===== src/rtl/lcc_pkg.sv =====
package lcc_pkg;

  typedef enum logic [3:0] {
    LS_INV       = 4'd0,
    LS_SHD       = 4'd1,
    LS_EXC       = 4'd2,
    LS_MOD       = 4'd3,
    LS_PEND_RD   = 4'd4,
    LS_PEND_OWN  = 4'd5,
    LS_PEND_UPG  = 4'd6,
    LS_STORE_DUE = 4'd7,
    LS_WB_SHD    = 4'd8,
    LS_WB_EXC    = 4'd9,
    LS_WB_MOD    = 4'd10
  } line_state_e;

  typedef enum logic [1:0] {
    CMD_RD_SHD  = 2'd0,
    CMD_RD_OWN  = 2'd1,
    CMD_UPGRADE = 2'd2,
    CMD_WB      = 2'd3
  } cmd_e;

  typedef enum logic [1:0] {
    OP_LOAD  = 2'd0,
    OP_STORE = 2'd1,
    OP_EVICT = 2'd2,
    OP_NONE  = 2'd3
  } op_e;

  typedef enum logic [1:0] {
    RES_DONE   = 2'd0,
    RES_MISS   = 2'd1,
    RES_BUSY   = 2'd2,
    RES_VICTIM = 2'd3
  } res_e;

  typedef enum logic [1:0] {
    RPT_I = 2'd0,
    RPT_S = 2'd1,
    RPT_E = 2'd2,
    RPT_M = 2'd3
  } rpt_e;

  function automatic logic is_stable(line_state_e s);
    return (s == LS_SHD) || (s == LS_EXC) || (s == LS_MOD);
  endfunction

  function automatic logic is_pending(line_state_e s);
    return (s == LS_PEND_RD) || (s == LS_PEND_OWN) || (s == LS_PEND_UPG);
  endfunction

endpackage


===== src/rtl/lcc_line.sv =====
module lcc_line
  import lcc_pkg::*;
#(
  parameter int TAG_W = 7
) (
  input  logic              clk,
  input  logic              rst,
  input  logic              fill_hit,
  input  logic              fill_excl,
  input  logic              snp_upd,
  input  line_state_e       snp_nxt,
  input  logic              acc_upd,
  input  line_state_e       acc_nxt,
  input  logic [TAG_W-1:0]  acc_tag,
  output line_state_e       state,
  output logic [TAG_W-1:0]  tag
);

  // Priority per line: store completion, refill, intervention, core access.
  always_ff @(posedge clk) begin
    if (rst) begin
      state <= LS_INV;
      tag   <= '0;
    end else if (state == LS_STORE_DUE) begin
      state <= LS_MOD;
    end else if (fill_hit) begin
      case (state)
        LS_PEND_RD:               state <= fill_excl ? LS_EXC : LS_SHD;
        LS_PEND_OWN, LS_PEND_UPG: state <= LS_STORE_DUE;
        default:                  state <= state;
      endcase
    end else if (snp_upd) begin
      state <= snp_nxt;
    end else if (acc_upd) begin
      state <= acc_nxt;
      tag   <= acc_tag;
    end
  end

endmodule


===== src/rtl/lcc_access.sv =====
module lcc_access
  import lcc_pkg::*;
(
  input  op_e         op,
  input  line_state_e st,
  input  logic        tag_eq,
  input  logic        clash,
  output res_e        res,
  output logic        fire,
  output cmd_e        cmd,
  output logic        upd,
  output line_state_e nxt
);

  logic stable;
  assign stable = is_stable(st);

  always_comb begin
    res  = RES_DONE;
    fire = 1'b0;
    cmd  = CMD_RD_SHD;
    upd  = 1'b0;
    nxt  = st;
    if (op != OP_NONE) begin
      if (clash || (!stable && st != LS_INV)) begin
        res = RES_BUSY;
      end else begin
        case (op)
          OP_LOAD: begin
            if (tag_eq && stable) begin
              res = RES_DONE;
            end else if (st == LS_INV) begin
              res = RES_MISS; fire = 1'b1; cmd = CMD_RD_SHD;
              upd = 1'b1; nxt = LS_PEND_RD;
            end else begin
              res = RES_VICTIM;
            end
          end
          OP_STORE: begin
            if (tag_eq && st == LS_MOD) begin
              res = RES_DONE;
            end else if (tag_eq && st == LS_EXC) begin
              upd = 1'b1; nxt = LS_MOD;
            end else if (tag_eq && st == LS_SHD) begin
              res = RES_MISS; fire = 1'b1; cmd = CMD_UPGRADE;
              upd = 1'b1; nxt = LS_PEND_UPG;
            end else if (st == LS_INV) begin
              res = RES_MISS; fire = 1'b1; cmd = CMD_RD_OWN;
              upd = 1'b1; nxt = LS_PEND_OWN;
            end else begin
              res = RES_VICTIM;
            end
          end
          OP_EVICT: begin
            if (tag_eq && stable) begin
              res = RES_MISS; fire = 1'b1; cmd = CMD_WB; upd = 1'b1;
              nxt = (st == LS_SHD) ? LS_WB_SHD :
                    (st == LS_EXC) ? LS_WB_EXC : LS_WB_MOD;
            end
          end
          default: ;
        endcase
      end
    end
  end

endmodule


===== src/rtl/lcc_snoop.sv =====
module lcc_snoop
  import lcc_pkg::*;
(
  input  cmd_e        cmd,
  input  line_state_e st,
  input  logic        tag_eq,
  output rpt_e        rpt,
  output logic        data,
  output logic        upd,
  output line_state_e nxt
);

  always_comb begin
    rpt  = RPT_I;
    data = 1'b0;
    upd  = 1'b0;
    nxt  = st;
    if (tag_eq) begin
      case (st)
        LS_SHD, LS_EXC, LS_MOD: begin
          rpt = (st == LS_SHD) ? RPT_S : (st == LS_EXC) ? RPT_E : RPT_M;
          if (cmd != CMD_WB) begin
            data = (st == LS_MOD);
            upd  = 1'b1;
            nxt  = (cmd == CMD_RD_SHD) ? LS_SHD : LS_INV;
          end
        end
        LS_PEND_UPG: begin
          rpt = RPT_S;
          if (cmd == CMD_RD_OWN || cmd == CMD_UPGRADE) begin
            upd = 1'b1;
            nxt = LS_PEND_OWN;
          end
        end
        LS_WB_SHD, LS_WB_EXC, LS_WB_MOD: begin
          if (cmd == CMD_WB) begin
            rpt  = (st == LS_WB_SHD) ? RPT_S : (st == LS_WB_EXC) ? RPT_E : RPT_M;
            data = (st == LS_WB_MOD);
            upd  = 1'b1;
            nxt  = LS_INV;
          end
        end
        default: ;
      endcase
    end
  end

endmodule


===== src/rtl/line_coh_ctrl.sv =====
module line_coh_ctrl
  import lcc_pkg::*;
#(
  parameter int ADDR_W = 10,
  parameter int IDX_W  = 3
) (
  input  logic              clk,
  input  logic              rst,
  input  logic              acc_valid,
  input  logic [1:0]        acc_op,
  input  logic [ADDR_W-1:0] acc_addr,
  output logic              acc_rsp_valid,
  output logic [1:0]        acc_rsp_code,
  output logic              req_valid,
  output logic [1:0]        req_cmd,
  output logic [ADDR_W-1:0] req_addr,
  input  logic              iv_valid,
  input  logic [1:0]        iv_cmd,
  input  logic [ADDR_W-1:0] iv_addr,
  output logic              iv_rsp_valid,
  output logic [1:0]        iv_rsp_state,
  output logic              iv_rsp_data,
  input  logic              fill_valid,
  input  logic [ADDR_W-1:0] fill_addr,
  input  logic              fill_excl,
  output logic              done_valid,
  output logic [ADDR_W-1:0] done_addr,
  output logic              done_store
);

  localparam int LINES = 1 << IDX_W;
  localparam int TAG_W = ADDR_W - IDX_W;

  line_state_e      st_q [LINES];
  logic [TAG_W-1:0] tg_q [LINES];

  logic [IDX_W-1:0] a_idx, s_idx, f_idx;
  logic [TAG_W-1:0] a_tag, s_tag, f_tag;
  assign a_idx = acc_addr[IDX_W-1:0];
  assign s_idx = iv_addr[IDX_W-1:0];
  assign f_idx = fill_addr[IDX_W-1:0];
  assign a_tag = acc_addr[ADDR_W-1:IDX_W];
  assign s_tag = iv_addr[ADDR_W-1:IDX_W];
  assign f_tag = fill_addr[ADDR_W-1:IDX_W];

  line_state_e a_st, s_st, f_st;
  assign a_st = st_q[a_idx];
  assign s_st = st_q[s_idx];
  assign f_st = st_q[f_idx];

  logic a_clash, fill_take;
  assign a_clash   = (iv_valid && s_idx == a_idx) || (fill_valid && f_idx == a_idx);
  assign fill_take = fill_valid && (tg_q[f_idx] == f_tag) && is_pending(f_st);

  res_e        a_res;
  logic        a_fire, a_upd;
  cmd_e        a_cmd;
  line_state_e a_nxt;

  lcc_access u_access (
    .op     (op_e'(acc_op)),
    .st     (a_st),
    .tag_eq (tg_q[a_idx] == a_tag),
    .clash  (a_clash),
    .res    (a_res),
    .fire   (a_fire),
    .cmd    (a_cmd),
    .upd    (a_upd),
    .nxt    (a_nxt)
  );

  rpt_e        s_rpt;
  logic        s_data, s_upd;
  line_state_e s_nxt;

  lcc_snoop u_snoop (
    .cmd    (cmd_e'(iv_cmd)),
    .st     (s_st),
    .tag_eq (tg_q[s_idx] == s_tag),
    .rpt    (s_rpt),
    .data   (s_data),
    .upd    (s_upd),
    .nxt    (s_nxt)
  );

  for (genvar g = 0; g < LINES; g++) begin : g_line
    lcc_line #(.TAG_W(TAG_W)) u_line (
      .clk       (clk),
      .rst       (rst),
      .fill_hit  (fill_take && f_idx == IDX_W'(g)),
      .fill_excl (fill_excl),
      .snp_upd   (iv_valid && s_upd && s_idx == IDX_W'(g)),
      .snp_nxt   (s_nxt),
      .acc_upd   (acc_valid && a_upd && a_idx == IDX_W'(g)),
      .acc_nxt   (a_nxt),
      .acc_tag   (a_tag),
      .state     (st_q[g]),
      .tag       (tg_q[g])
    );
  end

  logic              fq_valid, fq_store;
  logic [ADDR_W-1:0] fq_addr;

  always_ff @(posedge clk) begin
    if (rst) begin
      acc_rsp_valid <= 1'b0;
      acc_rsp_code  <= '0;
      req_valid     <= 1'b0;
      req_cmd       <= '0;
      req_addr      <= '0;
      iv_rsp_valid  <= 1'b0;
      iv_rsp_state  <= '0;
      iv_rsp_data   <= 1'b0;
      fq_valid      <= 1'b0;
      fq_store      <= 1'b0;
      fq_addr       <= '0;
      done_valid    <= 1'b0;
      done_store    <= 1'b0;
      done_addr     <= '0;
    end else begin
      acc_rsp_valid <= acc_valid;
      acc_rsp_code  <= acc_valid ? a_res : RES_DONE;
      req_valid     <= acc_valid && a_fire;
      if (acc_valid && a_fire) begin
        req_cmd  <= a_cmd;
        req_addr <= acc_addr;
      end
      iv_rsp_valid  <= iv_valid;
      iv_rsp_state  <= iv_valid ? s_rpt : RPT_I;
      iv_rsp_data   <= iv_valid && s_data;
      fq_valid      <= fill_take;
      fq_store      <= (f_st != LS_PEND_RD);
      fq_addr       <= fill_addr;
      done_valid    <= fq_valid;
      done_store    <= fq_valid && fq_store;
      done_addr     <= fq_addr;
    end
  end

endmodule


===== config.mk =====
export PLATFORM = sky130hd
export DESIGN_NAME = line_coh_ctrl
export DESIGN_NICKNAME = d
export VERILOG_FILES = /design/src/rtl/lcc_pkg.sv /design/src/rtl/lcc_line.sv /design/src/rtl/lcc_access.sv /design/src/rtl/lcc_snoop.sv /design/src/rtl/line_coh_ctrl.sv
export SDC_FILE = /design/constraint.sdc
export NUM_CORES = 1
export LEC_CHECK = 0
export BUFFER_PORTS_ARGS = -buffer_cell sky130_fd_sc_hd__buf_2
export CORE_MARGIN = 8
export CORE_UTILIZATION = 35
export DETAILED_ROUTE_END_ITERATION = 16
export HOLD_SLACK_MARGIN = 0.02
export PLACE_DENSITY_LB_ADDON = 0.08
export SLEW_MARGIN = 30
export SYNTH_ARGS = -nofsm -noshare
export SYNTH_HDL_FRONTEND = slang
export SYNTH_SLANG_ARGS = --single-unit

===== constraint.sdc =====
create_clock -name clk -period 3.85 [get_ports clk]
set_input_delay 0.385 -clock clk [delete_from_list [all_inputs] [get_ports clk]]
set_output_delay 0.385 -clock clk [all_outputs]
set_load 0.05 [all_outputs]

# --- Word-level counts from Yosys, hierarchy flattened ---
# Cells that the tools add are included.
classes:
  n_lt_le_gt_ge: 3
  eq_ne: 95
  mux: 122
  n_bitwise: 31
  n_reduce_logical: 114
ops:
  columns: ["op", "n"]
  rows:
  - ["$mux 4", 44]
  - ["$eq 4x3->1 const B", 36]
  - ["$pmux 4 s2", 8]
  - ["$bmux 7 s3", 3]
  - ["$mux 2", 25]
  - ["$mux 7", 6]
  - ["$logic_and 1x1->1", 38]
  - ["$bmux 4 s3", 3]
  - ["$eq 3x3->1 const B", 12]
  - ["$reduce_bool 4->1", 9]
  - ["$ne 4x4->1 const B", 8]
  - ["$reduce_and 2->1", 16]
  - ["$reduce_and 4->1", 8]
  - ["$reduce_or 2->1", 16]
  - ["$not 1->1", 28]
  - ["$mux 1", 24]
  - ["$ne 3x3->1 const B", 8]
  - ["$pmux 4 s3", 2]
  - ["$reduce_bool 3->1", 8]
  - ["$eq 7x7->1", 3]
  - ["$eq 3x2->1 const B", 6]
  - ["$eq 4x2->1 const B", 4]
  - ["$eq 4x4->1 const B", 3]
  - ["$ge 4x4->1 const B", 3]
  - ["19 further kinds", 44]
word_totals:
  reg_bits: 132
  input_bits: 40
  wordCells: 404

# --- Depth between registers and ports, before layout ---
depth:
  word_depth: 18
  mapped_depth: 15
  depth_no_buf: 10

# --- Hierarchy ---
# From an unflattened synthesis, not the netlist that was laid out.
hier_totals:
  cells_unflattened: 1007
  area_unflattened_um2: 9360.2
modules_own_cells:
  columns: ["mod", "instances", "cells_per_inst", "area_per_inst_um2", "seq_area_each_um2"]
  rows:
  - ["lcc_line", 8, 67, 600.6, 220.2]
  - ["line_coh_ctrl", 1, 368, 3872.5, 880.8]
  - ["lcc_access", 1, 53, 379.1, 0.0]
  - ["lcc_snoop", 1, 50, 304.0, 0.0]

# --- Worst setup path before layout ---
# Ideal clock, no wire load.
synth_path:
  kind: "input to register"
  startpoint: "input port acc_addr[2]"
  endpoint: "register g_line[6].u_line.state[1]"
  setup_time_ps: 133
  arrival_time_ps: 3137
  setup_slack_ps: 580
  path_stages: 14
  path_buffers: 5
  path_cell_list: "buf_2 > buf_4 > buf_4 > buf_2 > mux2i_1 > a21oi_1 > o221ai_1 > xnor2_1 > nor2_2 > a31oi_4 > or4b_1 > buf_2 > o21ai_0 > a211oi_2"
synth_via:
  elab_chain_cells: 16
  word_cells_on_any_way: 57
  classes_between: "eq/ne: 7; mux: 31; bitwise: 1; reduce/logical: 18"
synth_rtl:
  columns: ["item", "line_no", "rtl"]
  rows:
  - ["start: declaration", "line_coh_ctrl.sv:11", "input logic [ADDR_W-1:0] acc_addr,"]
  - ["$not 3->4 (not written as such)", "line_coh_ctrl.sv:47, line_coh_ctrl.sv:63", null]
  - ["$bmux 7 s3 / $bmux 4 s3 (equally long branches)", "line_coh_ctrl.sv:63, line_coh_ctrl.sv:47", null]
  - ["$mux 7 (not written as such) / $mux 4 (equally long branches) (2 in series)", "line_coh_ctrl.sv:63, line_coh_ctrl.sv:47", null]
  - ["$eq 7x7->1 (tied with other cells)", "line_coh_ctrl.sv:63", ".tag_eq (tg_q[a_idx] == a_tag),"]
  - ["$logic_and 1x1->1 (tied with other cells)", "lcc_access.sv:44", "end else if (tag_eq && st == LS_SHD) begin"]
  - ["$mux 4 (tied with other cells)", "lcc_access.sv:44", null]
  - ["$mux 4 (tied with other cells)", "lcc_access.sv:42", "end else if (tag_eq && st == LS_EXC) begin"]
  - ["$mux 4 (tied with other cells)", "lcc_access.sv:40", "if (tag_eq && st == LS_MOD) begin"]
  - ["$pmux 4 s3 (tied with other cells)", "lcc_access.sv:28", "case (op)"]
  - ["$mux 4 / $mux 1 (equally long branches)", "lcc_access.sv:25", "if (clash || (!stable && st != LS_INV)) begin"]
  - ["$mux 4 / $mux 1 (equally long branches)", "lcc_access.sv:24", "if (op != OP_NONE) begin"]
  - ["$mux 4 / $logic_and 1x1->1 (equally long branches)", "lcc_line.sv:34, line_coh_ctrl.sv:94", null]
  - ["$mux 4 / $logic_and 1x1->1 (equally long branches)", "lcc_line.sv:32, line_coh_ctrl.sv:94", null]
  - ["$mux 4 / $reduce_bool 4->1 (equally long branches)", null, null]
  - ["$mux 2 / $reduce_and 2->1 (equally long branches)", null, null]
  - ["end signal: assignment", "lcc_line.sv:28", "LS_PEND_RD: state <= fill_excl ? LS_EXC : LS_SHD;"]
  - ["end signal: assignment", "lcc_line.sv:33", "state <= snp_nxt;"]
  - ["end signal: assignment", "lcc_line.sv:35", "state <= acc_nxt;"]
  - ["end: declaration", "lcc_line.sv:15", "output line_state_e state,"]
# Several ways; a longest one is shown, not always the timed one. The select of a mux whose other input is x is not followed.
# A chain may end at the register's enable or synchronous reset.

# --- Worst setup path in the final report ---
layout_path:
  startpoint: "input port iv_addr[1]"
  endpoint: "register g_line[4].u_line.state[0]"
layout_via:
  elab_chain_cells: 13
  word_cells_on_any_way: 43
  classes_between: "eq/ne: 10; mux: 21; bitwise: 1; reduce/logical: 11"
layout_rtl:
  columns: ["item", "line_no", "rtl"]
  rows:
  - ["start: declaration", "line_coh_ctrl.sv:19", "input logic [ADDR_W-1:0] iv_addr,"]
  - ["$not 3->4 (not written as such)", "line_coh_ctrl.sv:48, line_coh_ctrl.sv:79", null]
  - ["$bmux 4 s3", "line_coh_ctrl.sv:48", "assign s_st = st_q[s_idx];"]
  - ["$mux 4 (not written as such) (2 in series)", "line_coh_ctrl.sv:48", null]
  - ["$eq 4x4->1 (tied with other cells)", "lcc_snoop.sv:19", "case (st)"]
  - ["$reduce_or 3->1", "lcc_snoop.sv:19", null]
  - ["$pmux 1 s3", "lcc_snoop.sv:19", null]
  - ["$mux 1", "lcc_snoop.sv:18", "if (tag_eq) begin"]
  - ["$logic_and 1x1->1 (2 in series)", "line_coh_ctrl.sv:92", ".snp_upd (iv_valid && s_upd && s_idx == IDX_W'(g)),"]
  - ["$mux 4", "lcc_line.sv:32", "end else if (snp_upd) begin"]
  - ["$mux 4", "lcc_line.sv:26", "end else if (fill_hit) begin"]
  - ["$mux 2", "lcc_line.sv:24", "end else if (state == LS_STORE_DUE) begin"]
  - ["end signal: assignment", "lcc_line.sv:28", null]
  - ["end signal: assignment", "lcc_line.sv:33", null]
  - ["end signal: assignment", "lcc_line.sv:35", null]
  - ["end: declaration", "lcc_line.sv:15", null]
# Several ways; a longest one is shown, not always the timed one. The select of a mux whose other input is x is not followed.

==> results.tsv <==
stage	metric	value	unit
yosys	sequential fraction of the synthesis area	0.310	
worst_setup_path	CP required	4230	ps
run	Max Cap Viol	0	
yosys	Synth cell types	81	
yosys	Mapped Avg Cell Area	8.53	µm²
timing	fin worst setup slack	434	ps
power_and_ir_drop	net switching power	0.00110	W
cts	CTS root buffer	clkbuf_16	
yosys	Syn. warnings	0	
cts	CTS sink cnt	132	
outcome	status	finished, final reports clean	
worst_setup_path	Setup CP Type	in -> reg	
placed_design	DP Worst Slack	31.6	ps
yosys	largest family of logic cells by synthesized area	simple AND/OR/NAND/NOR gates	
cts	CTS tree	built	
placed_design	RD Place Congestion	0.925	
worst_setup_path	critical path startpoint category	primary input	
cells_and_area	Syn-to-layout area delta	19.6	%
cts	hold-fix buffers at CTS	0	
worst_setup_path	worst-path cell chain	buf_2, buf_4, mux2_2, o32a_1, o221ai_1, xnor2_1, or4_4, or2_2, o21ai_1, nor3_1, a31oi_1, a21o_1	
timing	Worst Tran Pin Value	858	ps
die	Die Y	172	µm
worst_setup_path	Worst Path Max Fanout	17	
timing	worst hold margin	210	ps
timing	Max transition margin	0.424	
power_and_ir_drop	Internal	0.00249	W
power_and_ir_drop	clock share of power	0.468	
die	Starting Density	0.354	
power_and_ir_drop	power density over the cells	352	nW/µm²
yosys	xor/xnor share of the synthesized area	0.0308	
placed_design	DP Area	9620	µm²
timing	total negative slack	0	ps
cells_and_area	fillers	2477	
power_and_ir_drop	switching part of the total	0.307	
cts	Clock Tree Buf Depth	2	
timing	max frequency	0.293	GHz
global_route	GRT met1 Usage	0.308	
cells_and_area	Post-layout nets	1148	
timing	Pins Over Slew Limit	0	
worst_hold_path	Worst Hold Class	in -> reg	
power_and_ir_drop	Sequential Power Share	0.389	
drt	DR iter-0 viols	852	
timing	clock skew	14.6	ps
drt	final wirelength	32.8	mm
cells_and_area	share of cells above drive strength 1	0.244	
drt	Routed Antenna Nets	0	
cells_and_area	commonest non-fill, non-tap cells in the layout	152 x nand2_1, 132 x dfxtp_1, 85 x a21oi_1, 81 x buf_4, 70 x buf_2	
yosys	top_reg_cell synth	dfxtp_1	
global_route	largest net degree at the start of global routing	74	
global_route	GR Util met3	0.0381	
drt	via count	8144	
yosys	Mapped Area	8530	µm²
cts	post-CTS sizing	0	
cts	CTS Buf Count	17	
cells_and_area	most common cell after layout, fill and taps aside	nand2_1	
drt	drt first pass iters	5	
worst_setup_path	Crit-path slowest cell	o21ai_1	
timing	RSZ-0062 raised after global routing	false	
timing	final setup fails	0	
power_and_ir_drop	Comb pwr share	0.143	
cts	CTS clk-pin slew, worst paths	70	ps
yosys	adder-cell area share of the yosys netlist	0.0147	
yosys	area fraction of the dominant cell type after synthesis	0.310	
yosys	largest cells by area after synthesis	dfxtp_1 31%, mux4_2 8.2%, mux2i_1 7.9%, nand2_1 6.7%, a21oi_1 5.0%	
worst_setup_path	CP peak stage delay	690	ps
worst_setup_path	CP bufs+invs	2	
yosys	compound-cell area share of the yosys netlist	0.190	
yosys	mux cell area share after synthesis	0.197	
cells_and_area	FF/Latch Area	2640	µm²
cells_and_area	design area	10200	µm²
cts	post-CTS setup buffer count	0	
die	Ports	72	
die	Die X	172	µm
worst_setup_path	Setup crit end kind	flip-flop	
yosys	post-synthesis simple-gate area fraction	0.210	
cts	Max H-tree Level	4	
placed_design	dpl hpwl	24.8	mm
cells_and_area	final core utilization	0.423	
global_route	first-pass GRT wire length	49.5	mm
die	row count	57	
timing	Hold Violations, Final	0	
power_and_ir_drop	Worst VDD drop	0.234	mV
worst_setup_path	Top delay family on crit path	compound AO/OA/AOI/OAI gates	
placed_design	buffers added on ports	71	
drt	DRC	0	
global_route	Tot GR Track Use	0.223	
global_route	vias in the first global route	7866	
cts	Clk Latency, worst-skew pair	440	ps
drt	vias per cell	5.66	
cells_and_area	antenna cells	0	
die	die area	29600	µm²
global_route	grt peak-use layer	met2	
global_route	met2 Usage GRT	0.348	
global_route	grt ovf	0	
die	core area	24100	µm²
worst_setup_path	CP arrival	3800	ps
drt	wire per inst	22.8	µm
yosys	async set-or-reset flop fraction in the synthesized netlist	0	
yosys	number of flops mapped to enable cells by yosys	0	
cells_and_area	Multi-input gate area	5520	µm²
yosys	cells after synthesis	1001	
global_route	initial antenna violation count	0	
timing	Final min period	3420	ps
yosys	syn_nets	1047	
yosys	cell taking the most area after synthesis	dfxtp_1	
power_and_ir_drop	P_leak	4.03	nW
timing	final period utilization	0.887	
yosys	post-synthesis register bit count	132	
## power groups by stage
| stage | registers, W | logic (W) | clock network, W |
|---|---|---|---|
| after floorplan | 0.00145 | 0.000292 | 0 |
| after global placement | 0.00143 | 0.000511 | 0 |
| after detailed placement | 0.00143 | 0.000509 | 0 |
| after CTS | 0.00140 | 0.000510 | 0.00171 |
| after global routing | 0.00140 | 0.000549 | 0.00177 |
| final | 0.00140 | 0.000515 | 0.00168 |
## cell families (layout without fill, tap and decap cells)
kind of cell,count (synthesis),in the layout
buffers and inverters,90,204
xor gates and xnor gates,30,30
DFF,132,132
adders and majority gates,11,11
and+or+nand+nor,369,369
AOI/OAI and AO/OA,243,243
muxes,126,126
## registers in the layout, summed over array words and instances (netlist names), 2 cells and up
name	count
iv_rsp_state	2
acc_rsp_code	2
req_addr	10
fq_addr	10
g_line.u_line.state	32
done_addr	10
g_line.u_line.tag	56
req_cmd	2
## worst register-to-register path, cell delays in order (launching register included)
cell       delay (ps)
dfxtp_1           380
mux2_1            340
or4_1             480
o21ai_1           180
o2bb2ai_1         160
a2111oi_4         430
buf_4             240
or4bb_1           400
o211ai_1          100
buf_4             230
and2_1            150
o21ai_0            60
o21ai_0           180
## Yosys cell counts, types with 20 or more instances
cell type  instances
a21oi_1           85
buf_2             24
clkbuf_1          37
dfxtp_1          132
mux2_2            27
mux2i_1           67
mux4_2            31
nand2_1          152
nand3_1           26
nor2_1            58
nor2b_1           35
nor3_1            20
o21ai_0           28
## layer usage
| layer | part of all wire | vias to the layer above |
|---|---|---|
| met5 | 0 | - |
| met4 | 0.024 | 0 |
| met3 | 0.064 | 48 |
| met2 | 0.45 | 317 |
| met1 | 0.46 | 3918 |
| li1 | - | 3861 |
## layout make-up
| class | count | share of cell area |
|---|---|---|
| Clock buffer | 17 | 0.0417 |
| Clock inverter | 15 | 0.0157 |
| Inverter | 20 | 0.00735 |
| Multi-Input combinational cell | 779 | 0.541 |
| Sequential cell | 132 | 0.259 |
| Tap cell | 324 | 0.0397 |
| Timing Repair Buffer | 152 | 0.0959 |
## through the flow
step | instances | power [W]
3_5_place_dp | 1407 | 0.00194
2_1_floorplan | 1001 | 0.00175
4_1_cts | 1439 | 0.00362
6_report | 1439 | 0.00359
3_3_place_gp | 1407 | 0.00194
5_1_grt | 1439 | 0.00372
## worst paths after layout
check | startpoint | end | slack [ps] | cells past startpoint
min | fill_addr[8] | fq_addr[8]$_SDFF_PP0_ | 210 | 2
max reg2reg | g_line[0].u_line.state[2]$_SDFFE_PP0P_ | g_line[1].u_line.state[0]$_SDFFE_PP0P_ | 450 | 12
max | iv_addr[1] | g_line[4].u_line.state[0]$_SDFFE_PP0P_ | 430 | 12
min reg2reg | fq_addr[9]$_SDFF_PP0_ | done_addr[9]$_SDFF_PP0_ | 430 | 1
No activity file was read; power rests on OpenSTA's default activity.
